==> config.mk <==
export PLATFORM = sky130hd
export DESIGN_NAME = esc_frame_rx
export DESIGN_NICKNAME = d
export VERILOG_FILES = /design/src/rtl/esc_rx_pkg.sv /design/src/rtl/esc_rx_decode.sv /design/src/rtl/esc_rx_satcnt.sv /design/src/rtl/esc_frame_rx.sv
export SDC_FILE = /design/constraint.sdc
export NUM_CORES = 1
export LEC_CHECK = 0
export ABC_CLOCK_PERIOD_IN_PS = 5200
export BUFFER_PORTS_ARGS = -buffer_cell sky130_fd_sc_hd__buf_4
export CAP_MARGIN = 30
export CORE_MARGIN = 1
export CORE_UTILIZATION = 56
export CTS_BUF_LIST = sky130_fd_sc_hd__clkbuf_8
export DETAILED_ROUTE_END_ITERATION = 10
export PLACE_DENSITY_LB_ADDON = 0.1
export SLEW_MARGIN = 5
export SYNTH_ARGS = -nofsm -noshare
export SYNTH_HDL_FRONTEND = slang
export SYNTH_SLANG_ARGS = --single-unit
==> constraint.sdc <==
create_clock -name clk -period 5.2 [get_ports clk]
set_input_delay 0.52 -clock clk [delete_from_list [all_inputs] [get_ports clk]]
set_output_delay 0.52 -clock clk [all_outputs]
set_load 0.01 [all_outputs]
==> src/rtl/esc_rx_pkg.sv <==
package esc_rx_pkg;
   localparam logic [7:0] CH_END  = 8'hC0;
   localparam logic [7:0] CH_ESC  = 8'hDB;
   localparam logic [7:0] CH_TEND = 8'hDC;
   localparam logic [7:0] CH_TESC = 8'hDD;

   localparam int NUM_EV      = 4;
   localparam int IX_FRAMING  = 0;
   localparam int IX_RUNT     = 1;
   localparam int IX_OVERSIZE = 2;
   localparam int IX_BADCRC   = 3;

   localparam int MIN_FRAME = 5;

   // one byte of CRC-16, polynomial 0x1021, MSB first
   function automatic logic [15:0] crc16_step(input logic [15:0] c, input logic [7:0] b);
      logic [15:0] r;
      r = c ^ {b, 8'h00};
      for (int i = 0; i < 8; i++) begin
         r = r[15] ? ((r << 1) ^ 16'h1021) : (r << 1);
      end
      return r;
   endfunction
endpackage

==> src/rtl/esc_rx_decode.sv <==
module esc_rx_decode
   import esc_rx_pkg::*;
(
   input  logic       clk,
   input  logic       rst_n,
   input  logic       in_valid,
   input  logic [7:0] in_byte,
   output logic       dec_valid,
   output logic [7:0] dec_byte,
   output logic       dec_end,
   output logic       dec_ferr
);
   logic esc_pend;

   always_ff @(posedge clk) begin
      if (!rst_n) begin
         esc_pend  <= 1'b0;
         dec_valid <= 1'b0;
         dec_byte  <= 8'h00;
         dec_end   <= 1'b0;
         dec_ferr  <= 1'b0;
      end else begin
         dec_valid <= 1'b0;
         dec_end   <= 1'b0;
         dec_ferr  <= 1'b0;
         if (in_valid) begin
            if (esc_pend) begin
               esc_pend <= 1'b0;
               if (in_byte == CH_TEND) begin
                  dec_valid <= 1'b1;
                  dec_byte  <= CH_END;
               end else if (in_byte == CH_TESC) begin
                  dec_valid <= 1'b1;
                  dec_byte  <= CH_ESC;
               end else begin
                  dec_ferr <= 1'b1;
                  dec_end  <= (in_byte == CH_END);
               end
            end else if (in_byte == CH_END) begin
               dec_end <= 1'b1;
            end else if (in_byte == CH_ESC) begin
               esc_pend <= 1'b1;
            end else begin
               dec_valid <= 1'b1;
               dec_byte  <= in_byte;
            end
         end
      end
   end
endmodule

==> src/rtl/esc_rx_satcnt.sv <==
module esc_rx_satcnt #(
   parameter int W = 8
) (
   input  logic         clk,
   input  logic         rst_n,
   input  logic         clr,
   input  logic         inc,
   output logic [W-1:0] count
);
   always_ff @(posedge clk) begin
      if (!rst_n) begin
         count <= '0;
      end else if (clr) begin
         count <= '0;
      end else if (inc && (count != {W{1'b1}})) begin
         count <= count + W'(1);
      end
   end
endmodule

==> src/rtl/esc_frame_rx.sv <==
module esc_frame_rx
   import esc_rx_pkg::*;
#(
   parameter int MAX_PAYLOAD  = 64,
   parameter int HDR_TRL      = 5,
   parameter int CNT_W        = 8,
   parameter bit CRC_LOW_FIRST = 1'b1
) (
   input  logic             clk,
   input  logic             rst_n,
   input  logic [7:0]       my_addr,
   input  logic             cnt_clr,
   input  logic             in_valid,
   input  logic [7:0]       in_byte,
   output logic             out_valid,
   output logic [7:0]       out_data,
   output logic             out_last,
   output logic             out_accept,
   output logic [CNT_W-1:0] cnt_framing,
   output logic [CNT_W-1:0] cnt_runt,
   output logic [CNT_W-1:0] cnt_oversize,
   output logic [CNT_W-1:0] cnt_badcrc
);
   localparam int MAX_FRAME = MAX_PAYLOAD + HDR_TRL;
   localparam int LEN_W     = $clog2(MAX_FRAME + 1);

   if (MAX_PAYLOAD < 1) begin : g_bad_payload
      $error("esc_frame_rx: MAX_PAYLOAD must be at least 1");
   end
   if (HDR_TRL < MIN_FRAME) begin : g_bad_hdr
      $error("esc_frame_rx: HDR_TRL must cover address, control and CRC");
   end
   if (CNT_W < 2) begin : g_bad_cnt
      $error("esc_frame_rx: CNT_W must be at least 2");
   end

   logic       dec_valid, dec_end, dec_ferr;
   logic [7:0] dec_byte;

   esc_rx_decode u_dec (
      .clk      (clk),
      .rst_n    (rst_n),
      .in_valid (in_valid),
      .in_byte  (in_byte),
      .dec_valid(dec_valid),
      .dec_byte (dec_byte),
      .dec_end  (dec_end),
      .dec_ferr (dec_ferr)
   );

   // per-message state
   logic [LEN_W-1:0]  len;
   logic              fe, ov, mine, sent;
   logic [7:0]        h0, h1, h2;      // newest .. oldest held bytes
   logic [15:0]       crc;
   logic [NUM_EV-1:0] ev_inc;

   logic [15:0] rx_crc;
   if (CRC_LOW_FIRST) begin : g_crc_lo
      assign rx_crc = {h0, h1};
   end else begin : g_crc_hi
      assign rx_crc = {h1, h0};
   end

   logic crc_ok, mine_n, at_cap, ov_n;
   always_comb begin
      crc_ok = (crc == rx_crc);
      mine_n = (len == '0) ? (dec_byte == my_addr) : mine;
      at_cap = (len == LEN_W'(MAX_FRAME));
      ov_n   = ov | at_cap;
   end

   always_ff @(posedge clk) begin
      if (!rst_n) begin
         len <= '0; fe <= 1'b0; ov <= 1'b0; mine <= 1'b0; sent <= 1'b0;
         h0 <= 8'h00; h1 <= 8'h00; h2 <= 8'h00;
         crc <= 16'hFFFF;
         ev_inc <= '0;
         out_valid <= 1'b0; out_data <= 8'h00; out_last <= 1'b0; out_accept <= 1'b0;
      end else begin
         out_valid  <= 1'b0;
         out_last   <= 1'b0;
         out_accept <= 1'b0;
         ev_inc     <= '0;
         if (dec_ferr) begin
            if (!fe) begin
               ev_inc[IX_FRAMING] <= 1'b1;
               if (sent) begin
                  out_valid <= 1'b1;
                  out_last  <= 1'b1;
                  out_data  <= h2;
               end
            end
            if (dec_end) begin
               len <= '0; fe <= 1'b0; ov <= 1'b0; mine <= 1'b0; sent <= 1'b0;
               crc <= 16'hFFFF;
            end else begin
               fe <= 1'b1;
            end
         end else if (dec_end) begin
            if (!fe && (len != '0)) begin
               if (ov) begin
                  ev_inc[IX_OVERSIZE] <= 1'b1;
               end else if (len < LEN_W'(MIN_FRAME)) begin
                  if (mine) ev_inc[IX_RUNT] <= 1'b1;
               end else if (mine && !crc_ok) begin
                  ev_inc[IX_BADCRC] <= 1'b1;
               end
               if (sent) begin
                  out_valid  <= 1'b1;
                  out_last   <= 1'b1;
                  out_data   <= h2;
                  out_accept <= !ov && (len >= LEN_W'(MIN_FRAME)) && crc_ok;
               end
            end
            len <= '0; fe <= 1'b0; ov <= 1'b0; mine <= 1'b0; sent <= 1'b0;
            crc <= 16'hFFFF;
         end else if (dec_valid && !fe) begin
            mine <= mine_n;
            if (at_cap) ov <= 1'b1;
            else        len <= len + LEN_W'(1);
            h0 <= dec_byte;
            h1 <= h0;
            h2 <= h1;
            if (len >= LEN_W'(2)) crc <= crc16_step(crc, h1);
            if (mine_n && !ov_n && (len >= LEN_W'(3))) begin
               out_valid <= 1'b1;
               out_data  <= h2;
               sent      <= 1'b1;
            end
         end
      end
   end

   logic [CNT_W-1:0] cnt_bus [NUM_EV];

   for (genvar g = 0; g < NUM_EV; g++) begin : g_cnt
      esc_rx_satcnt #(.W(CNT_W)) u_cnt (
         .clk  (clk),
         .rst_n(rst_n),
         .clr  (cnt_clr),
         .inc  (ev_inc[g]),
         .count(cnt_bus[g])
      );
   end

   assign cnt_framing  = cnt_bus[IX_FRAMING];
   assign cnt_runt     = cnt_bus[IX_RUNT];
   assign cnt_oversize = cnt_bus[IX_OVERSIZE];
   assign cnt_badcrc   = cnt_bus[IX_BADCRC];
endmodule

==> flow_results.xml <==
<?xml version="1.0" encoding="UTF-8"?>
<metrics>
  <group name="synth">
    <metric name="synth_enable_flop_cells" unit="">0</metric>
    <metric name="synth_area_per_cell" unit="um^2">9.088</metric>
    <metric name="post_synth_num_cell_types" unit="">57</metric>
    <metric name="gate_count_of_the_mapped_netlist" unit="">546</metric>
    <metric name="synthMuxAreaShare" unit="%">0.6051</metric>
    <metric name="cell_type_with_the_highest_aggregate_area_in_the_netlist" unit="">sky130_fd_sc_hd__dfxtp_1</metric>
    <metric name="synth_adder_area_share" unit="%">2.017</metric>
    <metric name="synth_top_flop_cell" unit="">sky130_fd_sc_hd__dfxtp_1</metric>
    <metric name="synth-warning-count" unit="">0</metric>
    <metric name="post_synthesis_xor_xnor_area_fraction" unit="%">13.41</metric>
    <metric name="synth_top_family_by_area" unit="">simple AND/OR/NAND/NOR gates</metric>
    <metric name="synth_simple_gate_area_share" unit="%">21.61</metric>
    <metric name="leading_cell_types_by_total_area_after_synthesis" unit="">sky130_fd_sc_hd__dfxtp_1 (44%), sky130_fd_sc_hd__xnor2_1 (8.5%), sky130_fd_sc_hd__nand2_1 (5.1%)</metric>
    <metric name="ys_seq_area_share" unit="%">44.38</metric>
    <metric name="ys_async_sr_fraction" unit="%">0</metric>
    <metric name="synth_area" unit="mm^2">0.004962</metric>
    <metric name="synth-seq-cells" unit="">110</metric>
    <metric name="fraction_of_post_synthesis_cell_area_in_the_top_cell_type_by_area" unit="%">44.38</metric>
    <metric name="synthesis.nets" unit="">574</metric>
    <metric name="synth-compound-area-share" unit="%">15.23</metric>
  </group>
  <group name="critical_path">
    <metric name="max_stage_delay" unit="ns">0.63</metric>
    <metric name="r2r-start" unit="">u_dec.dec_ferr</metric>
    <metric name="end_kind" unit="">register</metric>
    <metric name="worstRegToRegCells" unit="">5</metric>
    <metric name="critical_path_arrival" unit="ns">3.07</metric>
    <metric name="rrSetupSlack" unit="ns">2.44</metric>
    <metric name="required_time_of_the_critical_path" unit="ns">5.51</metric>
    <metric name="standard_cell_with_the_maximum_stage_delay_on_the_critical_path" unit="">sky130_fd_sc_hd__nor4_1</metric>
    <metric name="path_cells" unit="">nor3b_1, nand2b_1, nor4_1, a31o_1, a22o_1</metric>
    <metric name="worst_flop_to_flop_path_endpoint" unit="">out_data[4]</metric>
    <metric name="worstSetupPathType" unit="">reg2reg</metric>
    <metric name="critPathLaunchType" unit="">register</metric>
    <metric name="critical_path.max_fanout" unit="">25</metric>
  </group>
  <group name="routing">
    <metric name="wirelength" unit="um">9981</metric>
    <metric name="num_vias" unit="">3934</metric>
    <metric name="drtAntennaViolNets" unit="">0</metric>
    <metric name="met1Wirelength" unit="um">4621</metric>
    <metric name="topRoutingLayerUsed" unit="">met4</metric>
    <metric name="met2_wirelength" unit="um">4751</metric>
    <metric name="route.detailed.wl_per_inst" unit="um">14.12</metric>
    <metric name="detailedRoute.firstIterationViolations" unit="">151</metric>
    <metric name="met3WireLength" unit="um">486</metric>
    <metric name="via_density" unit="">5.564</metric>
    <metric name="dr.pass1.iters" unit="">4</metric>
    <metric name="drt_drc" unit="">0</metric>
  </group>
  <group name="sta">
    <metric name="maxClockFrequency" unit="GHz">0.3627</metric>
    <metric name="fin_setup_tns" unit="ns">0</metric>
    <metric name="fin_skew" unit="ns">0.01007</metric>
    <metric name="whs" unit="ns">0.4445</metric>
    <metric name="report.final.hold_viol_count" unit="">0</metric>
    <metric name="slew_violations" unit="">0</metric>
    <metric name="worst_pin_slew" unit="ns">0.8651</metric>
    <metric name="rsz0062_at_grt" unit="">no</metric>
    <metric name="setup_violations" unit="">0</metric>
    <metric name="max_slew_headroom" unit="%">42.33</metric>
    <metric name="finalWorstPathRequiredPeriod" unit="ns">2.757</metric>
    <metric name="fin_crit_sh" unit="%">53.02</metric>
  </group>
  <group name="placement">
    <metric name="place.gp.congestion" unit="">0.8765</metric>
    <metric name="placement.io_buffers" unit="">62</metric>
    <metric name="dp.final_hpwl" unit="um">7348</metric>
    <metric name="placed_cells_incl_taps" unit="">691</metric>
  </group>
  <group name="die">
    <metric name="placementRows" unit="">33</metric>
    <metric name="floorplan.initialDensity" unit="%">59.20</metric>
    <metric name="dieArea" unit="mm^2">0.009242</metric>
    <metric name="ioPinCount" unit="">63</metric>
    <metric name="floorplan.core_area" unit="mm^2">0.008382</metric>
    <metric name="die_w" unit="um">96.14</metric>
    <metric name="overall_die_height" unit="um">96.14</metric>
  </group>
  <group name="finish">
    <metric name="syn_to_final_growth" unit="%">14.35</metric>
    <metric name="stdcell_count" unit="">707</metric>
    <metric name="drive_gt1_share" unit="%">14.95</metric>
    <metric name="fillers" unit="">706</metric>
    <metric name="number_of_diodes_added_for_antenna_fixing" unit="">0</metric>
    <metric name="design.final.nets" unit="">625</metric>
  </group>
  <group name="global_route">
    <metric name="grt_pass1_wl" unit="um">16280</metric>
    <metric name="via_count_of_the_first_global_routing_pass" unit="">3521</metric>
    <metric name="grt_remaining_overflow" unit="">0</metric>
    <metric name="number_of_antenna_violations_at_the_first_check_in_global_routing" unit="">0</metric>
    <metric name="grt_start_max_net_pins" unit="">55</metric>
    <metric name="globalRouteTotalUtil" unit="%">22.63</metric>
  </group>
  <group name="clocking">
    <metric name="clock-root-buffer" unit="">sky130_fd_sc_hd__clkbuf_8</metric>
    <metric name="numClockSinks" unit="">110</metric>
    <metric name="ctsHoldBuffers" unit="">0</metric>
    <metric name="path_clk_slew" unit="ns">0.10</metric>
    <metric name="cts_setup_buffers" unit="">0</metric>
    <metric name="cts_max_path_buffers" unit="">2</metric>
    <metric name="tritoncts.num_buffers" unit="">9</metric>
    <metric name="count_of_cells_resized_by_post_cts_repair" unit="">0</metric>
    <metric name="tritoncts" unit="">built</metric>
    <metric name="htreeDepth" unit="">3</metric>
    <metric name="clock_insertion_delay_worst_skew" unit="ns">0.36</metric>
  </group>
  <group name="job">
    <metric name="cap_violations" unit="">0</metric>
  </group>
  <group name="status">
    <metric name="outcome" unit="">finished clean</metric>
  </group>
  <group name="hold_path">
    <metric name="min_path_cells" unit="">2</metric>
    <metric name="worst_hold_path.endpoint" unit="">u_dec.dec_byte[1]</metric>
    <metric name="worstHoldPathType" unit="">in2reg</metric>
    <metric name="worst_min_delay_path_startpoint" unit="">in_byte[1]</metric>
  </group>
  <group name="power_and_ir_drop">
    <metric name="power.density_cell_area" unit="mW/mm^2">260.2</metric>
    <metric name="report.power.total" unit="W">0.001477</metric>
    <metric name="total_leakage_power" unit="nW">2.080</metric>
    <metric name="power.ir.vdd_worst" unit="uV">226.6</metric>
  </group>
</metrics>
==> worst max path at each step <==
stage	start	to	slack, ns
3_5_place_dp	u_dec.dec_ferr	out_data[6]	2.46
2_1_floorplan	in_byte[5]	u_dec.dec_byte[0]	3.10
4_1_cts	u_dec.dec_ferr	out_data[4]	2.45
5_1_grt	u_dec.dec_ferr	out_data[0]	2.09
6_report	u_dec.dec_ferr	out_data[4]	2.44
3_3_place_gp	u_dec.dec_ferr	out_data[7]	2.62
==> final cells by class <==
| type | instances | area (um^2) | area share (%) |
|---|---|---|---|
| well taps | 105 | 131.4 | 2.315 |
| flip-flops and latches | 110 | 2202 | 38.81 |
| inverters | 5 | 18.77 | 0.3308 |
| clock buffers | 9 | 123.9 | 2.183 |
| repair buffers | 65 | 495.5 | 8.732 |
| clock inverters | 7 | 78.83 | 1.389 |
| multi-input cells | 406 | 2624 | 46.24 |
==> placed cells by master (no fill, tap or decap), drive strengths merged, types with 9 or more instances in the layout <==
cell / count
a21boi: 26
a21oi: 14
and3: 9
buf: 65
clkbuf: 9
dfxtp: 110
inv: 10
nand2: 68
nand2b: 9
nand4: 19
nor2: 52
nor3: 11
o21ai: 29
xnor2: 48
xor2: 28
==> cells by family (layout without fill, tap and decap cells) <==
family | after synthesis | count (layout)
xor gates and xnor gates | 76 | 76
muxes | 3 | 3
and+or+nand+nor | 213 | 213
buffers and inverters | 30 | 86
adders and majority gates | 8 | 8
DFF | 110 | 110
AOI/OAI and AO/OA | 106 | 106
==> Yosys cell counts, types with 9 or more instances <==
cell,number
sky130_fd_sc_hd__nand2b_1,9
sky130_fd_sc_hd__nor3_1,11
sky130_fd_sc_hd__clkbuf_1,21
sky130_fd_sc_hd__nor2_1,52
sky130_fd_sc_hd__nand4_1,19
sky130_fd_sc_hd__and3_1,9
sky130_fd_sc_hd__o21ai_0,20
sky130_fd_sc_hd__dfxtp_1,110
sky130_fd_sc_hd__nand2_1,68
sky130_fd_sc_hd__xor2_1,28
sky130_fd_sc_hd__a21oi_1,13
sky130_fd_sc_hd__xnor2_1,48
sky130_fd_sc_hd__o21ai_1,9
sky130_fd_sc_hd__a21boi_0,25
==> where the power goes <==
part | switching, W | internal [W] | total, W
logic | 0.0000473 | 0.0000393 | 0.0000867
registers | 0.0000112 | 0.000851 | 0.000862
clock network | 0.000298 | 0.000230 | 0.000528
==> registers in the layout (all words and copies together), names as in the netlist, 4 cells and up <==
signal             count
out_data               8
ev_inc                 4
h1                     8
len                    7
g_cnt.u_cnt.count     32
h0                     8
h2                     8
u_dec.dec_byte         8
crc                   16
==> through the flow <==
stage          instance area [um^2]  utilization (%)  worst slack (ns)
6_report                       5674            67.70             2.443
5_1_grt                        5674            67.70             2.094
4_1_cts                        5674            67.70             2.446
3_5_place_dp                   5472            65.28             2.464
3_3_place_gp                   5456            65.10             2.623
2_1_floorplan                  4962                -             3.104
==> metal layers <==
| layer | vias to the layer above | track usage (%) |
|---|---|---|
| li1 | 2002 | - |
| met1 | 1820 | 28.54 |
| met2 | 102 | 38.53 |
| met3 | 10 | 5.292 |
| met4 | 0 | 6.219 |
| met5 | - | 0 |
==> worst max-delay path: cells and delay by family (launching register included) <==
kind | cells | cell delay (ns)
flops | 1 | 0.40
simple gates | 3 | 1.75
compound gates | 2 | 0.55
(Power assumes the default switching activity.)
